### src/rtl/adsync_pkg.sv
package adsync_pkg;

  typedef struct packed {
    logic tapClear;
    logic tapInc;
    logic captureEn;
  } tapCmd_t;

  typedef struct packed {
    logic evalStrobe;
    logic conf0;
    logic conf180;
  } confInfo_t;

  typedef enum logic [1:0] {
    ST_SETTLE = 2'd0,
    ST_HUNT   = 2'd1,
    ST_LOCK   = 2'd2
  } adaptState_t;

endpackage

### src/rtl/adsync_delay_line.sv
module adsync_delay_line #(
  parameter int DATA_W = 8,
  parameter int TAPS   = 16,
  localparam int TAP_W = $clog2(TAPS)
) (
  input  logic              clk,
  input  logic              rstN,
  input  logic [DATA_W:0]   inWord,
  input  logic [TAP_W-1:0]  tapSel,
  output logic [DATA_W:0]   tapWord
);

  logic [DATA_W:0] stage [TAPS];

  always_ff @(posedge clk or negedge rstN) begin
    if (!rstN) stage[0] <= '0;
    else       stage[0] <= inWord;
  end

  for (genvar k = 1; k < TAPS; k++) begin : g_stage
    always_ff @(posedge clk or negedge rstN) begin
      if (!rstN) stage[k] <= '0;
      else       stage[k] <= stage[k-1];
    end
  end

  assign tapWord = stage[tapSel];

endmodule

### src/rtl/adsync_conflict_det.sv
module adsync_conflict_det #(
  parameter int WIN = 2
) (
  input  logic clk,
  input  logic rstN,
  input  logic edgeEv,
  input  logic transEv,
  input  logic evalStrobe,
  output logic conflict
);

  logic [WIN-1:0] edgeHist;
  logic [WIN-1:0] transHist;
  logic           hitNow;
  logic           accum;

  if (WIN == 1) begin : g_hist1
    always_ff @(posedge clk or negedge rstN) begin
      if (!rstN) begin
        edgeHist  <= '0;
        transHist <= '0;
      end else begin
        edgeHist  <= edgeEv;
        transHist <= transEv;
      end
    end
  end else begin : g_histN
    always_ff @(posedge clk or negedge rstN) begin
      if (!rstN) begin
        edgeHist  <= '0;
        transHist <= '0;
      end else begin
        edgeHist  <= {edgeHist[WIN-2:0], edgeEv};
        transHist <= {transHist[WIN-2:0], transEv};
      end
    end
  end

  // Edge after a recent transition, or transition after a recent edge.
  assign hitNow = (edgeEv && (transEv || (|transHist))) || (transEv && (|edgeHist));

  always_ff @(posedge clk or negedge rstN) begin
    if (!rstN)           accum <= 1'b0;
    else if (evalStrobe) accum <= 1'b0;
    else                 accum <= accum | hitNow;
  end

  assign conflict = accum | hitNow;

endmodule

### src/rtl/adsync_datapath.sv
module adsync_datapath
  import adsync_pkg::*;
#(
  parameter int DATA_W = 8,
  parameter int TAPS   = 16,
  parameter int WIN    = 2,
  localparam int TAP_W = $clog2(TAPS)
) (
  input  logic              clk,
  input  logic              rstN,
  input  logic [DATA_W-1:0] txData,
  input  logic              txValid,
  input  logic              rxClk,
  input  tapCmd_t           cmd,
  output confInfo_t         conf,
  output logic [TAP_W-1:0]  tapIdx,
  output logic              tapOverflow,
  output logic [DATA_W-1:0] rxData
);

  logic [DATA_W:0] tapWord;
  logic            rxQ1;
  logic            rxQ2;
  logic            rxRise;
  logic            rxFall;
  logic            delValid;
  logic            hit0;
  logic            hit180;

  adsync_delay_line #(.DATA_W(DATA_W), .TAPS(TAPS)) line_i (
    .clk    (clk),
    .rstN   (rstN),
    .inWord ({txValid, txData}),
    .tapSel (tapIdx),
    .tapWord(tapWord)
  );

  assign delValid = tapWord[DATA_W];

  always_ff @(posedge clk or negedge rstN) begin
    if (!rstN) begin
      rxQ1 <= 1'b0;
      rxQ2 <= 1'b0;
    end else begin
      rxQ1 <= rxClk;
      rxQ2 <= rxQ1;
    end
  end

  assign rxRise = rxQ1 & ~rxQ2;
  assign rxFall = ~rxQ1 & rxQ2;

  adsync_conflict_det #(.WIN(WIN)) det0_i (
    .clk       (clk),
    .rstN      (rstN),
    .edgeEv    (rxRise),
    .transEv   (delValid),
    .evalStrobe(rxRise),
    .conflict  (hit0)
  );

  adsync_conflict_det #(.WIN(WIN)) det180_i (
    .clk       (clk),
    .rstN      (rstN),
    .edgeEv    (rxFall),
    .transEv   (delValid),
    .evalStrobe(rxRise),
    .conflict  (hit180)
  );

  assign conf.evalStrobe = rxRise;
  assign conf.conf0      = hit0;
  assign conf.conf180    = hit180;

  always_ff @(posedge clk or negedge rstN) begin
    if (!rstN) begin
      tapIdx      <= '0;
      tapOverflow <= 1'b0;
    end else if (cmd.tapClear) begin
      tapIdx <= '0;
    end else if (cmd.tapInc) begin
      if (tapIdx == TAP_W'(TAPS - 1)) begin
        tapIdx      <= '0;
        tapOverflow <= 1'b1;
      end else begin
        tapIdx <= tapIdx + 1'b1;
      end
    end
  end

  always_ff @(posedge clk or negedge rstN) begin
    if (!rstN)                        rxData <= '0;
    else if (rxRise && cmd.captureEn) rxData <= tapWord[DATA_W-1:0];
  end

endmodule

### src/rtl/adsync_ctrl.sv
module adsync_ctrl
  import adsync_pkg::*;
#(
  parameter int LOCK_CNT = 8,
  parameter int SETTLE   = 2,
  localparam int LOCK_W  = $clog2(LOCK_CNT + 1),
  localparam int SET_W   = $clog2(SETTLE + 1)
) (
  input  logic      clk,
  input  logic      rstN,
  input  confInfo_t conf,
  input  logic      snapMode,
  input  logic      trainSel,
  input  logic      trainActive,
  output tapCmd_t   cmd,
  output logic      locked
);

  adaptState_t       state, stateN;
  logic [SET_W-1:0]  settleCnt, settleN;
  logic [LOCK_W-1:0] goodCnt, goodN;
  logic              trainPrev;
  logic              sessionStart;
  logic              adaptOn;
  logic              evalGood;

  assign sessionStart = trainSel & trainActive & ~trainPrev;
  assign adaptOn      = ~trainSel | trainActive;
  assign evalGood     = snapMode ? (conf.conf180 & ~conf.conf0) : ~conf.conf0;
  assign locked       = (state == ST_LOCK);

  always_comb begin
    stateN        = state;
    settleN       = settleCnt;
    goodN         = goodCnt;
    cmd.tapClear  = 1'b0;
    cmd.tapInc    = 1'b0;
    cmd.captureEn = ~(trainSel & trainActive & ~locked);
    if (sessionStart) begin
      cmd.tapClear = 1'b1;
      stateN       = ST_SETTLE;
      settleN      = SET_W'(SETTLE);
      goodN        = '0;
    end else if (conf.evalStrobe) begin
      case (state)
        ST_SETTLE: begin
          if (settleCnt <= SET_W'(1)) stateN = ST_HUNT;
          settleN = settleCnt - 1'b1;
        end
        default: begin
          if (evalGood) begin
            if (state != ST_LOCK) begin
              if (goodCnt == LOCK_W'(LOCK_CNT - 1)) stateN = ST_LOCK;
              else                                  goodN  = goodCnt + 1'b1;
            end
          end else begin
            goodN = '0;
            if (adaptOn) begin
              cmd.tapInc = 1'b1;
              stateN     = ST_SETTLE;
              settleN    = SET_W'(SETTLE);
            end else begin
              stateN = ST_HUNT;
            end
          end
        end
      endcase
    end
  end

  always_ff @(posedge clk or negedge rstN) begin
    if (!rstN) begin
      state     <= ST_SETTLE;
      settleCnt <= SET_W'(SETTLE);
      goodCnt   <= '0;
      trainPrev <= 1'b0;
    end else begin
      state     <= stateN;
      settleCnt <= settleN;
      goodCnt   <= goodN;
      trainPrev <= trainActive;
    end
  end

endmodule

### src/rtl/adaptive_delay_sync.sv
module adaptive_delay_sync
  import adsync_pkg::*;
#(
  parameter int DATA_W   = 8,
  parameter int TAPS     = 16,
  parameter int WIN      = 2,
  parameter int LOCK_CNT = 8,
  parameter int SETTLE   = 2,
  localparam int TAP_W   = $clog2(TAPS)
) (
  input  logic              clk,
  input  logic              rstN,
  input  logic [DATA_W-1:0] txData,
  input  logic              txValid,
  input  logic              rxClk,
  input  logic              snapMode,
  input  logic              trainSel,
  input  logic              trainActive,
  output logic [TAP_W-1:0]  tapIdx,
  output logic [DATA_W-1:0] rxData,
  output logic              locked,
  output logic              tapOverflow
);

  tapCmd_t   cmdBus;
  confInfo_t confBus;

  adsync_datapath #(.DATA_W(DATA_W), .TAPS(TAPS), .WIN(WIN)) dp_i (
    .clk        (clk),
    .rstN       (rstN),
    .txData     (txData),
    .txValid    (txValid),
    .rxClk      (rxClk),
    .cmd        (cmdBus),
    .conf       (confBus),
    .tapIdx     (tapIdx),
    .tapOverflow(tapOverflow),
    .rxData     (rxData)
  );

  adsync_ctrl #(.LOCK_CNT(LOCK_CNT), .SETTLE(SETTLE)) ctrl_i (
    .clk        (clk),
    .rstN       (rstN),
    .conf       (confBus),
    .snapMode   (snapMode),
    .trainSel   (trainSel),
    .trainActive(trainActive),
    .cmd        (cmdBus),
    .locked     (locked)
  );

endmodule

### config.mk
export PLATFORM = sky130hd
export DESIGN_NAME = adaptive_delay_sync
export DESIGN_NICKNAME = d
export VERILOG_FILES = /design/src/rtl/adsync_pkg.sv /design/src/rtl/adsync_delay_line.sv /design/src/rtl/adsync_conflict_det.sv /design/src/rtl/adsync_datapath.sv /design/src/rtl/adsync_ctrl.sv /design/src/rtl/adaptive_delay_sync.sv
export SDC_FILE = /design/constraint.sdc
export NUM_CORES = 1
export LEC_CHECK = 0
export BUFFER_PORTS_ARGS = -buffer_cell sky130_fd_sc_hd__buf_2
export CAP_MARGIN = 25
export CELL_PAD_IN_SITES_DETAIL_PLACEMENT = 2
export CELL_PAD_IN_SITES_GLOBAL_PLACEMENT = 2
export CORE_MARGIN = 5
export CORE_UTILIZATION = 35
export DETAILED_ROUTE_END_ITERATION = 10
export GPL_TIMING_DRIVEN = 0
export MAX_ROUTING_LAYER = met4
export PLACE_DENSITY = 0.7
export SYNTH_ARGS = -nofsm -noshare
export SYNTH_HDL_FRONTEND = slang
export SYNTH_SLANG_ARGS = --single-unit
### constraint.sdc
create_clock -name clk -period 4.6 [get_ports clk]
set_input_delay 0.23 -clock clk [delete_from_list [all_inputs] [get_ports clk]]
set_output_delay 0.23 -clock clk [all_outputs]
set_load 0.05 [all_outputs]
==> results.md <==
* Status: completed
* Number of buffers created by CTS at 17
* Final Instance Count excl. Fillers at ~630
* Number of global-route vias before repair at approximately 3700
* R2R Path Start: dp_i.tapIdx[1]
* R2R Path End: dp_i.rxData[3]
* Top Usage Layer GRT: met2
* Max-Cap Viols at 0
* Routability-driven placement congestion ratio at ~0.75
* Fraction of layout cells with a size suffix above 1 at 28.8%
* Buffers on Ports at 28
* Nets at between 400 and 500
* Congestion Overflow GR at 0
* Initial core utilization at a little over a third
* Met2 usage at 24.3%
* Peak VDD IR at between 0.0003 and 0.0004 V
* H-tree lvl count at 4
* Drt wl/cell at between 20 and 25 um
* Setup TNS at 0 ns
* Worst slew pin tran at between 0.8 and 0.9 ns
* Yosys reg bits at between 150 and 200
* Routed Antenna Nets at 0
* Bufs on Longest Clock Path at 2
* Post-DP HPWL at roughly 8500 um
* Root buf cell: clkbuf_16
* CTS tree: done
* Worst R2R Setup Slack at approximately 1.6 ns
* Top_reg_cell synth: dfrtp_1
* Pin count of the biggest net entering global routing at slightly above 100
* Unique masters post-synth at 42
* Hold slack at 0.328 ns
* Clock latency on the worst-skew pair at approximately 0.42 ns
* Unrepaired setup endpoints after global routing: no
* Drt first-iter violations at 93
* Hold Path End: ctrl_i.state[0]
* Worst clock skew at between 0.007 and 0.008 ns
* Gr usage total at roughly 15%
* Floorplan Core Area at roughly 0.017 sq mm
* Avg Cell Area, Syn at 18.4 sq um
* Post-CTS resize count at 0
* Sw frac at about 31%
* Row count at 48
* I/O Pins at 29
* Post-synth net total at around 350
* Net Switching at between 1000 and 1500 uW
* HP Start: trainSel
* Critical path arrival at approximately 3.3 ns
* Initial antenna violation count at 0
* ANT cells at 0
* Number of synthesized flops with an enable pin at 0
* # DRC at 0
* Pwr Density at between 500 and 600 mW/mm^2
* Headroom to the max-slew limit at about 41%
* Gate power share at 26.2%
* Die area at just over 0.02 sq mm
* Post-synthesis sequential area ratio at around 72%
* Final core utilization at between 40% and 50%
* Cell area after synthesis at 0.00610 sq mm
* Placed Cells at 586
* Global-route wire length before repair at approximately 22000 um
* Internal power at 2960 uW
* Worst path required time at between 4 and 5 ns
* Seq pwr share at a little over two fifths
* Grt met3 use at 3.63%
* Die height at roughly 140 um
* Area grow syn2layout at 19.1%
* Leak at 0.00306 uW
* Fmax at between 300 and 400 MHz
* Clock Sinks at around 180
* Critical-path maximum fanout at 10
* Final period util at 65.1%
* Clock Pin Slew Worst Setup and Hold Paths at roughly 0.06 ns
* Fin. max-slew vios at 0
* Clock share of power at 31.7%
* Shortest period the worst path allows at between 2 and 3 ns
* Die Wd at between 100 and 150 um
* Reg2Reg Depth at 5
* Worst setup SP type: flip-flop
* Vias per inst at 5.02
* Hold Path Class: in2reg
* Hold Path Depth at 4
* DRT Pass-1 Iters at 4
* Ys async rst share at 100%
* Final wirelength at ~13000 um
* Mapped Cells at between 300 and 400
* Yosys warnings at 0
* Global routing usage on met1 at 19.1%
* FILL cells at between 1500 and 2000
* Finish-stage setup viols at 0
* Final hold violation count at 0
* Element type at the critical path end: flip-flop
* Via Count at 3168
* CP Class: reg2reg
[layout by cell type (no fill, tap or decap), drive strengths merged, types with 2 or more instances in the layout]
cell type	netlist	routed
mux4	45	45
nor2b	5	5
mux2	8	8
nand2b	3	3
o21ai	9	9
nand2	8	8
or3	2	2
or2	3	3
nor3	5	5
inv	4	7
mux2i	3	3
dfrtp	175	175
nand3	2	2
dlygate4sd3	0	12
a21o	2	2
a21oi	10	10
buf	7	39
clkinvlp	0	2
clkbuf	8	32
nor2	11	11
xor2	2	2
ha	3	3
[registers in the layout, summed over array words and instances (netlist names), 2 cells and up]
name                    flops
dp_i.rxData                 8
dp_i.det0_i.edgeHist        2
ctrl_i.state                2
ctrl_i.settleCnt            2
dp_i.line_i.stage         144
dp_i.det180_i.edgeHist      2
ctrl_i.goodCnt              4
dp_i.tapIdx                 4
dp_i.det0_i.transHist       2
[stage by stage]
| stage | setup WS [ns] | total power, uW | area [sq um] |
|---|---|---|---|
| after floorplan | 1.68 | 2590 | 6100 |
| after global placement | 0.757 | 2880 | 6520 |
| after detailed placement | 1.38 | 2930 | 6570 |
| after CTS | 1.35 | 4330 | 7240 |
| after global routing | 1.41 | 4490 | 7260 |
| final | 1.61 | 4270 | 7260 |
[Yosys cell counts (3+ instances only)]
cell type / n / area (sq um)
dfrtp_1: 175 / 4380
mux4_2: 45 / 1010
nor2_1: 11 / 41.3
a21oi_1: 10 / 50.1
clkbuf_1: 8 / 30.0
mux2_2: 8 / 90.1
nand2_1: 8 / 30.0
o21ai_1: 6 / 30.0
buf_1: 5 / 18.8
nor2b_1: 5 / 31.3
nor3_1: 5 / 25.0
ha_1: 3 / 37.5
inv_1: 3 / 11.3
nand2b_1: 3 / 18.8
o21ai_0: 3 / 15.0
[worst max path at each step]
stage	startpoint	end	slack, ns
global placement	rstN	dp_i.line_i.stage[119]	0.76
floorplan	dp_i.tapIdx[0]	dp_i.rxData[5]	1.68
detailed placement	dp_i.tapIdx[0]	dp_i.rxData[0]	1.38
CTS	dp_i.tapIdx[0]	dp_i.rxData[3]	1.35
global route	dp_i.tapIdx[0]	dp_i.rxData[3]	1.41
finish	dp_i.tapIdx[1]	dp_i.rxData[3]	1.61
[layer usage]
| metal | share of wire (%) | routed length [um] |
|---|---|---|
| met1 | 44 | 5930 |
| met5 | 0 | 0 |
| met2 | 51 | 6820 |
| met3 | 3.5 | 465 |
| met4 | 1.3 | 174 |
[power groups by stage]
stage | clock network [uW] | logic [uW] | registers (uW)
floorplan | 0 | 640 | 1950
global placement | 0 | 1070 | 1810
detailed placement | 0 | 1110 | 1820
CTS | 1400 | 1130 | 1800
global route | 1470 | 1210 | 1820
finish | 1360 | 1120 | 1800
[cells by family after synthesis]
kind of cell	count (synthesis)	synth area share [%]
compound gates	30	3.08
fa+ha+maj	3	0.616
flops	176	72.2
mux	56	18.6
buf+inv	19	1.31
simple gates	44	3.67
xor+xnor	3	0.431
[critical path: stages (launching register included)]
cell and delay (ns):
dfrtp_1 0.40, clkbuf_1 0.54, clkbuf_1 0.73, mux4_2 0.43, mux4_2 0.50, mux2_2 0.28
[cell type report]
| type | count | area [sq um] | area share [%] |
|---|---|---|---|
| sequential | 176 | 4410 | 60.7 |
| inverter | 4 | 15.0 | 0.207 |
| multi-input combinational | 136 | 1610 | 22.2 |
| clock buffer | 24 | 472 | 6.49 |
| tap | 225 | 282 | 3.88 |
| timing repair buffer | 44 | 335 | 4.62 |
| clock inverter | 7 | 76.3 | 1.05 |
| buffer | 15 | 65.1 | 0.896 |
[timing repair]
item,CTS,global route
buffers inserted,0,0
hold buffers,12,0
endpoints found under the hold margin,87,0
Power figures use the tool's default switching activity.
